<file path="src/rtl/triport_regfile.sv">
module triport_regfile #(
  parameter int DEPTH = 16,
  parameter int WIDTH = 8,
  localparam int AW = (DEPTH > 1) ? $clog2(DEPTH) : 1
) (
  input  logic             clk,
  input  logic             rst_n,
  input  logic             rd_en,
  input  logic             rd_stby,
  input  logic [AW-1:0]    rd_addr,
  input  logic             wr_stby,
  input  logic             wr0_en,
  input  logic [AW-1:0]    wr0_addr,
  input  logic [WIDTH-1:0] wr0_data,
  input  logic             wr1_en,
  input  logic [AW-1:0]    wr1_addr,
  input  logic [WIDTH-1:0] wr1_data,
  output logic [WIDTH-1:0] rd_data,
  output logic             clash_rw,
  output logic             clash_ww
);

  logic [WIDTH-1:0] mem [DEPTH];

  wire rd_go  = rd_en & ~rd_stby;
  wire w0_go  = wr0_en & ~wr_stby;
  wire w1_go  = wr1_en & ~wr_stby;
  wire hit_rw = rd_go & ((w0_go & (wr0_addr == rd_addr)) |
                         (w1_go & (wr1_addr == rd_addr)));
  wire hit_ww = w0_go & w1_go & (wr0_addr == wr1_addr);

  always_ff @(posedge clk) begin
    if (hit_ww) begin
      mem[wr0_addr] <= 'x;
    end else begin
      if (w0_go) mem[wr0_addr] <= wr0_data;
      if (w1_go) mem[wr1_addr] <= wr1_data;
    end
  end

  always_ff @(posedge clk or negedge rst_n) begin
    if (!rst_n) begin
      rd_data  <= '0;
      clash_rw <= 1'b0;
      clash_ww <= 1'b0;
    end else begin
      clash_rw <= hit_rw;
      clash_ww <= hit_ww;
      if (rd_go) rd_data <= hit_rw ? 'x : mem[rd_addr];
    end
  end

endmodule

</file>
<file path="config.mk">
export PLATFORM = sky130hd
export DESIGN_NAME = triport_regfile
export DESIGN_NICKNAME = d
export VERILOG_FILES = /design/src/rtl/triport_regfile.sv
export SDC_FILE = /design/constraint.sdc
export NUM_CORES = 1
export LEC_CHECK = 0
export ABC_CLOCK_PERIOD_IN_PS = 950
export BUFFER_PORTS_ARGS = -buffer_cell sky130_fd_sc_hd__buf_2
export CORE_UTILIZATION = 49
export CTS_CLUSTER_DIAMETER = 100
export DETAILED_ROUTE_END_ITERATION = 10
export GPL_ROUTABILITY_DRIVEN = 0
export GPL_TIMING_DRIVEN = 1
export PLACE_DENSITY = 0.66
export SLEW_MARGIN = 20
export SYNTH_ARGS = -nofsm -noshare
export SYNTH_HDL_FRONTEND = slang
export SYNTH_SLANG_ARGS = --single-unit
</file>
<file path="constraint.sdc">
create_clock -name clk -period 0.95 [get_ports clk]
set_input_delay 0.0475 -clock clk [delete_from_list [all_inputs] [get_ports clk]]
set_output_delay 0.0475 -clock clk [all_outputs]
set_load 0.05 [all_outputs]
</file>
* After elaboration in Yosys (flattened, before gate mapping)
Memories as Yosys holds them, arrays and structs flattened. A register that Yosys moved wholly into a read port is not among the register bits. Cells that the tools add are included.
Word-level totals: bits in registers 2, RAM bits 128, input bits 35, output and inout bits 10, logic and storage cells 28, memories kept 1
Cells by class: equal/unequal tests 3, multiplexer cells 9, bitwise logic cells 12, reduce and logical (&&, ||, !) cells 1
Memory list:
- mem | words 16, width 8, read ports 1, clocked after memory_dff 1, write ports 2, line 23 | logic [WIDTH-1:0] mem [DEPTH];
Operators with widths (number):
- 4-bit equality test | 3
- 1-bit AND | 8
- 1-bit 2-to-1 mux | 8
- 8-bit 2-to-1 mux | 1
- 1-bit NOT | 2
- 1-bit bitwise OR | 2
- 1-bit logical NOT | 1

* Longest topological paths before layout
Gate-level depths: netlist of the first run.
depth in word-level cells 7, gate-level depth with buffers 7, gate-level depth less buffers 4

* Worst setup path before layout of the first run
OpenSTA, ideal clock, no wires.
path kind input -> register, start point input wr0_addr[2], end point memory mem[0][0], enable pin, setup time 0.384 ns, data arrival time 1.565 ns, required time 0.566 ns, path slack -0.999 ns, stages 4, buffers on the path 2, cell sequence clkbuf_1 clkbuf_1 or3_1 o21ai_0
RTL lines:
- start: declaration | line 13 | input logic [AW-1:0] wr0_addr,
- end: declaration | line 23

==> results of run 1 <==
## cell families after synthesis
| family | count (synthesis) |
|---|---|
| muxes | 192 |
| DFF | 138 |
| and+or+nand+nor | 89 |
| AOI/OAI and AO/OA | 57 |
| buffers and inverters | 42 |
| xor gates and xnor gates | 12 |
## area by class of cell
class / instances / share of cell area
Sequential cell: 138 / 0.397
Clock inverter: 11 / 0.0170
Clock buffer: 21 / 0.0427
Tap cell: 184 / 0.0223
Multi-Input combinational cell: 352 / 0.390
Inverter: 1 / 0.000364
Timing Repair Buffer: 135 / 0.131
## worst max path at each step
stage,from,end,slack (ns)
floorplan,wr1_addr[0],mem[4][0],-0.71
global placement,wr1_addr[0],mem[0][3],-0.87
detailed placement,wr1_addr[0],mem[0][2],-0.90
CTS,wr1_addr[0],mem[0][7],-0.38
global route,wr1_addr[0],mem[0][4],-0.41
finish,wr1_addr[0],mem[0][5],-0.40
## layout by cell type (no fill, tap or decap), types with 6 or more instances in the layout
| master | synthesis | routed |
|---|---|---|
| mux2_4 | 0 | 97 |
| a22oi_2 | 0 | 11 |
| buf_2 | 9 | 29 |
| dfrtp_1 | 10 | 7 |
| a22oi_1 | 24 | 13 |
| mux2_2 | 128 | 31 |
| mux2i_2 | 0 | 10 |
| mux2i_1 | 64 | 53 |
| o21ai_4 | 0 | 18 |
| nand4_1 | 10 | 10 |
| xnor2_1 | 7 | 6 |
| a211oi_4 | 8 | 8 |
| o21bai_4 | 0 | 8 |
| buf_12 | 0 | 23 |
| buf_6 | 1 | 18 |
| edfxtp_1 | 128 | 128 |
| nand2_1 | 28 | 28 |
| nor2_1 | 11 | 8 |
| clkbuf_16 | 0 | 19 |
| buf_4 | 0 | 60 |
| nand3_1 | 16 | 11 |
## power by group
part,switching (W),internal (W)
sequential,0.000105,0.00686
combinational,0.00127,0.00111
clock,0.00239,0.00461
## sequential cells by signal, indices dropped and copies added (netlist names)
| name | count |
|---|---|
| clash_rw | 1 |
| clash_ww | 1 |
| mem | 128 |
| rd_data | 8 |
## through the flow
stage	cells	util	TNS, ns	setup slack (ns)	cell area (um2)
after floorplan	530	-	-154.85	-0.712	8110
after global placement	794	0.618	-187.39	-0.868	9050
after detailed placement	794	0.618	-190.79	-0.897	9050
after CTS	833	0.679	-63.87	-0.375	9940
after global routing	842	0.705	-83.79	-0.412	10300
final	842	0.705	-73.83	-0.401	10300
## cells in the mapped netlist
master,instances
a22oi_1,24
nor3_1,5
clkbuf_1,31
or3_1,1
a211oi_4,8
mux2_2,128
inv_1,1
and4_2,1
nand4bb_1,2
nand2_1,28
and3b_2,1
xor2_1,5
mux2i_1,64
and2_1,1
buf_6,1
edfxtp_1,128
or2_2,1
nor2b_1,2
xnor2_1,7
nor2_1,11
nand4b_1,3
o21bai_1,8
o21ai_2,8
nand3_1,16
or4b_1,1
buf_2,9
o21ai_0,8
a21oi_1,1
nand4_1,10
nand2b_1,6
dfrtp_1,10
## timing repair
item	CTS	global route
pin swaps	9	24
buffers inserted	5	7
resized for setup	44	71
hold buffers	1	0
gates cloned	1	3
endpoints found under the hold margin	10	0
setup endpoints to repair	274	274
## routing by layer
metal | routed length (um) | part of all wire
met5 | 0 | 0
met4 | 449 | 0.021
met3 | 1180 | 0.056
met2 | 10400 | 0.49
met1 | 9040 | 0.43
==> results.md, run 1 <==
* Outcome: complete, but fails checks
* Violations in the final reports: DRC, setup timing
* Worst slew margin relative to its limit at 0.668
* Adder-cell area share of the yosys netlist at 0
* Routed wire length at 21,000 um
* Hold WC Path Type: in -> async
* Via Count at about 5,100
* GR met1 Demand/Resource at 0.367
* Number of sinks on the clock net at 138
* Area of the core at approximately 0.015 mm2
* Number of nets in the layout at slightly below 700
* Crit Reg-Reg Startpoint: mem[4][7]
* Remaining number of nets flagged by the antenna check after routing at 0
* CP peak stage delay at between 0.6 and 0.7 ns
* Largest delay share family, worst path: simple AND/OR/NAND/NOR gates
* Power per standard cell area at about 1600 mW/mm2
* Share of cells above drive strength 1 at 0.555
* Data arrival, critical path at around 1.5 ns
* Area overhead of the layout relative to synthesis at 38.8%
* Clock tree from TritonCTS: done
* Endpoint class of the critical path: flop
* Routed length per instance at between 20 and 25 um
* Critical-path cell with the highest stage delay: or4b_4
* Dominant cells by area after synthesis: edfxtp_1 52%, mux2_2 19%, mux2i_1 8.6%
* Critical register-to-register path endpoint: rd_data[7]
* Critical Path Start Type: primary input
* Area used by multi-input combinational logic at just over 0.004 mm2
* Clock latency of the later-clocked register in the worst-skew pair at ~0.42 ns
* Routing usage on met3 at 0.0573
* Peak ir drop on the vdd network at about 1.3 mV
* Post-synthesis instance total at between 500 and 600
* Overall power consumption at roughly 0.016 W
* Height of the chip at 125 um
* Final cycle utilization of the critical path at 1.42
* Post-synth design cell area at around 0.0074 mm2
* Worst Skew at around 0.0047 ns
* First-iteration detailed-routing DRC count at just over 400
* Share of the synthesized area in the top cell type at 0.517
* Worst setup path class: in -> reg
* Most area-hungry cell type in the Yosys netlist: edfxtp_1
* Largest family of logic cells by synthesized area: multiplexers
* Multiplexer area fraction after synthesis at 0.280
* Achievable Freq at roughly 740 MHz
* Number of antenna violations at the first check in global routing at 0
* Worst endpoint required time at 1.12 ns
* DRC viols at 6
* Clock edge transition at the registers on the reported setup and hold paths at 0.05 ns
* Mean area per synthesized cell at ~14 um2
* H-tree level count at 4
* Post-DR vias/cell at around 6.1
* Synthesized-area fraction occupied by xor and xnor cells at 0.0141
* Port Buffer Count at 44
* Setup slack of the worst register-to-register path at -0.19 ns
* Setup WS post-layout at -0.401 ns
* Area taken by flip-flops and latches at 0.00410 mm2
* Minimum hold slack at between 0.05 and 0.06 ns
* Post-synthesis compound-gate area fraction at 0.0693
* DIE AREA at between 0.015 and 0.02 mm2
* Number of hold violations in the final report at 0
* Placement Rows at 44
* Sequential element share of the synthesized area at 0.551
* Maximum fanout count along the critical path at 5
* Slew @ Worst Pin at approximately 0.5 ns
* Pins Over Slew Limit at 0
* Total routing usage reported by global routing at 0.276
* Met2 usage at 0.442
* Sum of overflow across all layers after global routing at 0
* Count of cell instances traversed by the critical path at 5
* Syn. warnings at 0
* CTS max path bufs at 2
* Ordered cell list for the critical path: buf_8, or4b_4, nor3_4, o21ai_4, mux2_4
* First-pass GRT wire length at between 30,000 and 40,000 um
* Clk Tree Root Cell: clkbuf_16
* Register-to-Register Path Depth at 4
* Number of global-route vias before repair at approximately 5,200
* Starting Density at 0.508
* Static power due to leakage at around 4.0 nW
* Unrepaired setup endpoints after global routing: true
* Number of nets in the synthesized netlist at between 500 and 600
* Final-layout fill cell count at ~1,000
* Detailed placer's ending HPWL at 13,600 um
* Number of distinct library cells after synthesis at 31
* WP buf/inv at 1
* Number of clock buffers inserted by TritonCTS at 17
* Count of TritonRoute iterations in the first routing pass at 8
* Largest net degree at the start of global routing at 22
* # diodes at 0
* Most crowded layer after global routing: met2
* Total setup violations reported at the end of the flow at about 270
* Width of the die at around 130 um
* Post-Synth Simple-Gate Area at 0.0621
* IO Pins at 45
* Min cycle time layout at around 1.4 ns
* Flip-flop and latch count after synthesis at roughly 140
* Count of maximum capacitance violations at 0
Power figures use the tool's default switching activity.
==> run 2, diff against run 1 <==
--- a/config.mk
+++ b/config.mk
@@ -5,7 +5,7 @@
 export SDC_FILE = /design/constraint.sdc
 export NUM_CORES = 1
 export LEC_CHECK = 0
-export ABC_CLOCK_PERIOD_IN_PS = 950
+export ABC_CLOCK_PERIOD_IN_PS = 1400
 export BUFFER_PORTS_ARGS = -buffer_cell sky130_fd_sc_hd__buf_2
 export CORE_UTILIZATION = 49
 export CTS_CLUSTER_DIAMETER = 100
==> constraint.sdc (replaced) <==
create_clock -name clk -period 1.4 [get_ports clk]
set_input_delay 0.07 -clock clk [delete_from_list [all_inputs] [get_ports clk]]
set_output_delay 0.07 -clock clk [all_outputs]
set_load 0.05 [all_outputs]
==> run 2 against run 1 <==
Sequential cell count stayed put; critical endpoint is now mem[15][4]; wire length is 2.8% lower; clock skew is 0.0032 ns higher; clock-buffer cell count is 1 lower; setup slack better by 0.40 ns; first-iteration DRC count is 24% higher; core utilization is 5.2 points lower; combinational power is 42% lower; highest routed layer unchanged; critical path depth is 2 higher; the flow still finishes with violations (DRC, setup timing).
==> results.md, run 2 (synthesis gave the netlist of run 1 again) <==
* Critical Path Start Type: primary input
* Number of antenna violations at the first check in global routing at 0
* First-iteration detailed-routing DRC count at 508
* Largest delay share family, worst path: buffers and inverters
* Clock network power share at 0.408
* Worst slew margin relative to its limit at 0.668
* Outcome: complete, but fails checks
* Largest register FFs at 128
* Endpoint class of the critical path: flop
* Routed wire length at around 20,000 um
* Starting Density at 0.508
* GR met1 Demand/Resource at 0.379
* Post-DR vias/cell at roughly 6.1
* Total routing usage reported by global routing at 0.274
* Most common library cell in the layout ignoring fill and taps: edfxtp_1
* Final instance area at approximately 0.0096 mm2
* Violations in the final reports: DRC, setup timing
* First-pass GRT wire length at around 31,000 um
* DRC viols at 6
* Largest registers ranked by flip-flop count: mem (128), rd_data (8)
* Clk Tree Root Cell: clkbuf_16
* Share of cells above drive strength 1 at 0.490
* Ordered cell list for the critical path: buf_4, buf_4, nand4b_1, buf_4, a211oi_4, buf_12, mux2_2
* Internal portion of total power at about 0.008 W
* Clock tree from TritonCTS: done
* # diodes at 0
* Worst Skew at about 0.0079 ns
* Area overhead of the layout relative to synthesis at 28.6%
* Overall power consumption at a little over 0.01 W
* Maximum fanout count along the critical path at 9
* Remaining number of nets flagged by the antenna check after routing at 0
* Combinational fraction of design power at 0.134
* Static power due to leakage at roughly 3.7 nW
* Routed length per instance at about 25 um
* Number of nets in the layout at ~660
* Sum of overflow across all layers after global routing at 0
* Worst setup path class: in -> reg
* Data arrival, critical path at 1.58 ns
* Number of global-route vias before repair at about 5,100
* Worst endpoint required time at around 1.6 ns
* IO Pins at between 40 and 50
* Proportion of power drawn by flip-flops and latches at 0.457
* Placement Rows at 44
* Unrepaired setup endpoints after global routing: true
* Final cycle utilization of the critical path at 1.00
* Height of the chip at between 100 and 150 um
* Width of the die at ~130 um
* Clock latency of the later-clocked register in the worst-skew pair at about 0.43 ns
* Area of the core at approximately 0.015 mm2
* Slew @ Worst Pin at around 0.5 ns
* Number of hold violations in the final report at 0
* DIE AREA at between 0.015 and 0.02 mm2
* Routing usage on met3 at 0.0526
* Achievable Freq at roughly 710 MHz
* Register with the most flip-flops: mem
* Power per standard cell area at roughly 1100 mW/mm2
* Critical-path cell with the highest stage delay: mux2_2
* WP buf/inv at 4
* Count of TritonRoute iterations in the first routing pass at 8
* Switching power of the nets at between 0.002 and 0.0025 W
* Commonest cells after routing, fill and taps aside: 128 x edfxtp_1, 73 x mux2_4, 64 x mux2i_1, 56 x buf_4, 55 x mux2_2
* Peak ir drop on the vdd network at 0.861 mV
* Port Buffer Count at 44
* Cell mode on critical path: buf_4
* Clock edge transition at the registers on the reported setup and hold paths at approximately 0.050 ns
* Detailed placer's ending HPWL at 13,700 um
* Net switching share of the total power at 0.243
* Total setup violations reported at the end of the flow at 1
* Number of sinks on the clock net at between 100 and 150
* Most crowded layer after global routing: met2
* CTS max path bufs at 2
* Met2 usage at 0.430
* Setup WS post-layout at -0.00454 ns
* Largest net degree at the start of global routing at 28
* Number of clock buffers inserted by TritonCTS at 17
* Via Count at between 5,000 and 6,000
* Count of maximum capacitance violations at 0
* Min cycle time layout at ~1.4 ns
* Post-place instance area at roughly 0.009 mm2
* Hold WC Path Type: in -> reg
* CP peak stage delay at between 0.3 and 0.4 ns
* Pins Over Slew Limit at 0
* H-tree level count at 4
-- run 2: path summary, 6_finish.rpt --
| check | startpoint | endpoint | slack [ns] | depth (start not counted) |
|---|---|---|---|---|
| hold / removal | rd_en | clash_rw | 0.03 | 3 |
| max in group asynchronous | rst_n | clash_ww | 1.10 | 2 |
| setup reg to reg | mem[4][2] | rd_data[2] | 0.20 | 4 |
| min in group asynchronous | rst_n | rd_data[0] | 0.06 | 2 |
| setup / recovery | wr_stby | mem[15][4] | -0.005 | 7 |
| hold reg to reg | rd_data[6] | rd_data[6] | 0.48 | 2 |
-- run 2: what timing repair did --
item	CTS	global route
endpoints found under the setup margin	26	91
cloned	0	2
pin swaps	0	3
resized for setup	3	7
hold endpoints to repair	10	0
buffers inserted	0	1
hold buffers	1	0
-- run 2: power by group through the flow --
stage | Combinational (W) | Sequential [W] | Clock, W
6_report | 0.00138 | 0.00470 | 0.00420
2_1_floorplan | 0.000723 | 0.00491 | 0
3_5_place_dp | 0.00135 | 0.00478 | 0
3_3_place_gp | 0.00132 | 0.00478 | 0
5_1_grt | 0.00145 | 0.00471 | 0.00439
4_1_cts | 0.00136 | 0.00470 | 0.00423
-- run 2: metrics by stage --
stage,setup TNS [ns],cells,util,hold WS (ns),worst slack (ns)
6_report,-0.00454,823,0.653,0.0307,-0.00454
5_1_grt,-0.505,823,0.653,0.0245,-0.0369
4_1_cts,0,820,0.648,0.00331,0.0143
3_5_place_dp,-90.51,787,0.610,-0.0321,-0.482
3_3_place_gp,-82.08,787,0.610,-0.0420,-0.431
2_1_floorplan,-45.39,530,-,-0.226,-0.285
-- run 2: routing by layer --
metal,part of all wire,vias to the layer above
li1,-,2238
met2,0.47,220
met1,0.44,2537
met3,0.069,29
met5,0,-
met4,0.019,0
-- run 2: final cells by class --
class | count | area (um2)
clock buffer | 20 | 437
sequential | 138 | 4090
fill | 1061 | 5080
inverter | 1 | 3.75
tap | 184 | 230
timing repair buffer | 116 | 981
clock inverter | 12 | 106
multi-input combinational | 352 | 3710
-- run 2: worst reg2reg max path: cells and delay by family (launching register included) --
kind             cells  cell delay (ns)
flip-flops           1             0.39
AND/OR/NAND/NOR      2             0.22
AO/OA/AOI/OAI        1             0.18
multiplexers         1             0.29
==> run 3, diff against run 2 <==
--- a/config.mk
+++ b/config.mk
@@ -5,7 +5,7 @@
 export SDC_FILE = /design/constraint.sdc
 export NUM_CORES = 1
 export LEC_CHECK = 0
-export ABC_CLOCK_PERIOD_IN_PS = 1400
+export ABC_CLOCK_PERIOD_IN_PS = 1600
 export BUFFER_PORTS_ARGS = -buffer_cell sky130_fd_sc_hd__buf_2
 export CORE_UTILIZATION = 49
 export CTS_CLUSTER_DIAMETER = 100
==> constraint.sdc (replaced) <==
create_clock -name clk -period 1.6 [get_ports clk]
set_input_delay 0.08 -clock clk [delete_from_list [all_inputs] [get_ports clk]]
set_output_delay 0.08 -clock clk [all_outputs]
set_load 0.01 [all_outputs]
==> run 3 against run 2 <==
Clock power decreased by 8.8%; clock-buffer cell count increased by 6; the flow now finishes without violations; critical endpoint is now mem[0][7]; core utilization decreased by 1.9 points; design area decreased by 2.9%; cell count decreased by 0.97%; setup slack improved by 0.16 ns; combinational power decreased by 27%; wire length decreased by 3.2%; die area unchanged; global-route usage decreased by 0.63 points; power decreased by 13%.
==> results.md, run 3 (synthesis gave the netlist of run 1 again) <==
* IO Pins at 45
* Final instance area at approximately 0.0093 mm2
* Share of cells above drive strength 1 at 0.479
* Sum of overflow across all layers after global routing at 0
* Switching power of the nets at between 0.002 and 0.0025 W
* Number of clock buffers inserted by TritonCTS at 17
* Unrepaired setup endpoints after global routing: false
* Commonest cells after routing, fill and taps aside: 128 x edfxtp_1, 104 x mux2_2, 64 x mux2i_1, 47 x buf_4, 43 x buf_2
* Critical-path cell with the highest stage delay: o21ai_2
* Number of sinks on the clock net at 138
* # diodes at 0
* Post-place instance area at around 0.0087 mm2
* CP peak stage delay at between 0.4 and 0.5 ns
* Net switching share of the total power at 0.227
* Static power due to leakage at roughly 3.5 nW
* Achievable Freq at approximately 690 MHz
* Worst endpoint required time at ~1.8 ns
* Slew @ Worst Pin at between 0.5 and 0.6 ns
* Peak ir drop on the vdd network at between 0.7 and 0.8 mV
* Power per standard cell area at ~960 mW/mm2
* Most common library cell in the layout ignoring fill and taps: edfxtp_1
* Largest register FFs at 128
* Register-to-Register Path Depth at 4
* Count of TritonRoute iterations in the first routing pass at 7
* Clock latency of the later-clocked register in the worst-skew pair at about 0.42 ns
* Area of the core at 0.0146 mm2
* Number of hold buffers added after CTS at 1
* Worst Skew at about 0.0094 ns
* Combinational fraction of design power at 0.113
* Outcome: complete, no violations
* Width of the die at 125 um
* Largest registers ranked by flip-flop count: mem (128), rd_data (8)
* Total routing usage reported by global routing at 0.268
* Placement Rows at 44
* Hold path startpoint: wr1_addr[2]
* Worst hold stages at 3
* First-iteration detailed-routing DRC count at 428
* Pins Over Slew Limit at 0
* Number of nets in the layout at approximately 650
* Detailed placer's ending HPWL at 13,500 um
* Worst slew margin relative to its limit at 0.623
* Hold WC Path Type: in -> reg
* Register with the most flip-flops: mem
* Post_cts resized at 0
* Worst setup path class: in -> reg
* Ordered cell list for the critical path: buf_2, xnor2_1, nand4_1, buf_4, o21ai_2, mux2_2
* Routed wire length at ~20,000 um
* Proportion of power drawn by flip-flops and latches at 0.459
* Critical Path Start Type: primary input
* DRC viols at 0
* Number of antenna violations at the first check in global routing at 0
* Maximum fanout count along the critical path at 9
* Largest net degree at the start of global routing at 30
* Data arrival, critical path at between 1.5 and 2 ns
* Total setup violations reported at the end of the flow at 0
* Via Count at 4,974
* DIE AREA at approximately 0.016 mm2
* Post-DR vias/cell at between 6 and 7
* Number of global-route vias before repair at around 5,000
* Area overhead of the layout relative to synthesis at 24.9%
* Min cycle time layout at approximately 1.4 ns
* Clock edge transition at the registers on the reported setup and hold paths at roughly 0.060 ns
* Count of maximum capacitance violations at 0
* Routed length per instance at between 20 and 25 um
* Setup Fix Bufs, Post-CTS at 0
* CTS max path bufs at 2
* Internal portion of total power at just under 0.007 W
* Number of hold violations in the final report at 0
* H-tree level count at 4
* Clock network power share at 0.428
* Height of the chip at approximately 130 um
* Minimum hold slack at roughly 0.043 ns
* Final cycle utilization of the critical path at 0.904
* Port Buffer Count at between 40 and 50
* Starting Density at 0.508
* Endpoint class of the critical path: flop
* Beginning of the critical path: wr1_addr[0]
* Crit Reg-Reg Startpoint: mem[6][3]
* Clock tree from TritonCTS: done
* Clk Tree Root Cell: clkbuf_16
* First-pass GRT wire length at 30,200 um
* Remaining number of nets flagged by the antenna check after routing at 0
[run 3: stage by stage]
stage               std cells  TNS (ns)  utilization  setup WS, ns  total power (W)
floorplan                 530     -8.24            -       -0.0948          0.00476
global placement          782    -29.47        0.593        -0.228          0.00515
detailed placement        782    -36.43        0.593        -0.273          0.00518
CTS                       815         0        0.634         0.158          0.00899
global route              815         0        0.634        0.0160          0.00921
finish                    815         0        0.634         0.154          0.00896
[run 3: layout make-up]
class	instances	area (um2)
well taps	184	230
inverters	1	3.75
clock inverters	6	60.1
clock buffers	26	529
fillers	1139	5360
repair buffers	110	958
multi-input cells	350	3410
flip-flops and latches	138	4090
[run 3: worst paths after layout]
| kind | to | slack, ns |
|---|---|---|
| worst max-delay path | mem[0][7] | 0.15 |
| worst min-delay path | clash_ww | 0.04 |
| worst max register to register | rd_data[3] | 0.45 |
| worst min register to register | rd_data[0] | 0.47 |
| max in group asynchronous | rd_data[0] | 1.29 |
| min in group asynchronous | clash_rw | 0.08 |
[run 3: metal layers]
metal / vias up / share of wire / track usage
met5: - / 0 / 0
met4: 0 / 0.029 / 0.115
met3: 39 / 0.052 / 0.0479
met2: 192 / 0.48 / 0.431
met1: 2515 / 0.44 / 0.357
li1: 2228 / - / -
[run 3: worst max-delay path: cells and delay by family]
kind,cells,cell delay [ns]
AOI/OAI and AO/OA,1,0.45
muxes,1,0.40
buffers and inverters,2,0.30
xor gates and xnor gates,1,0.22
and+or+nand+nor,1,0.15
[run 3: power by group through the flow]
stage	Sequential (W)	Clock [W]	Combinational, W
after floorplan	0.00419	0	0.000576
after global placement	0.00418	0	0.000975
after detailed placement	0.00419	0	0.000999
after CTS	0.00411	0.00386	0.00101
after global routing	0.00412	0.00401	0.00108
final	0.00412	0.00383	0.00101
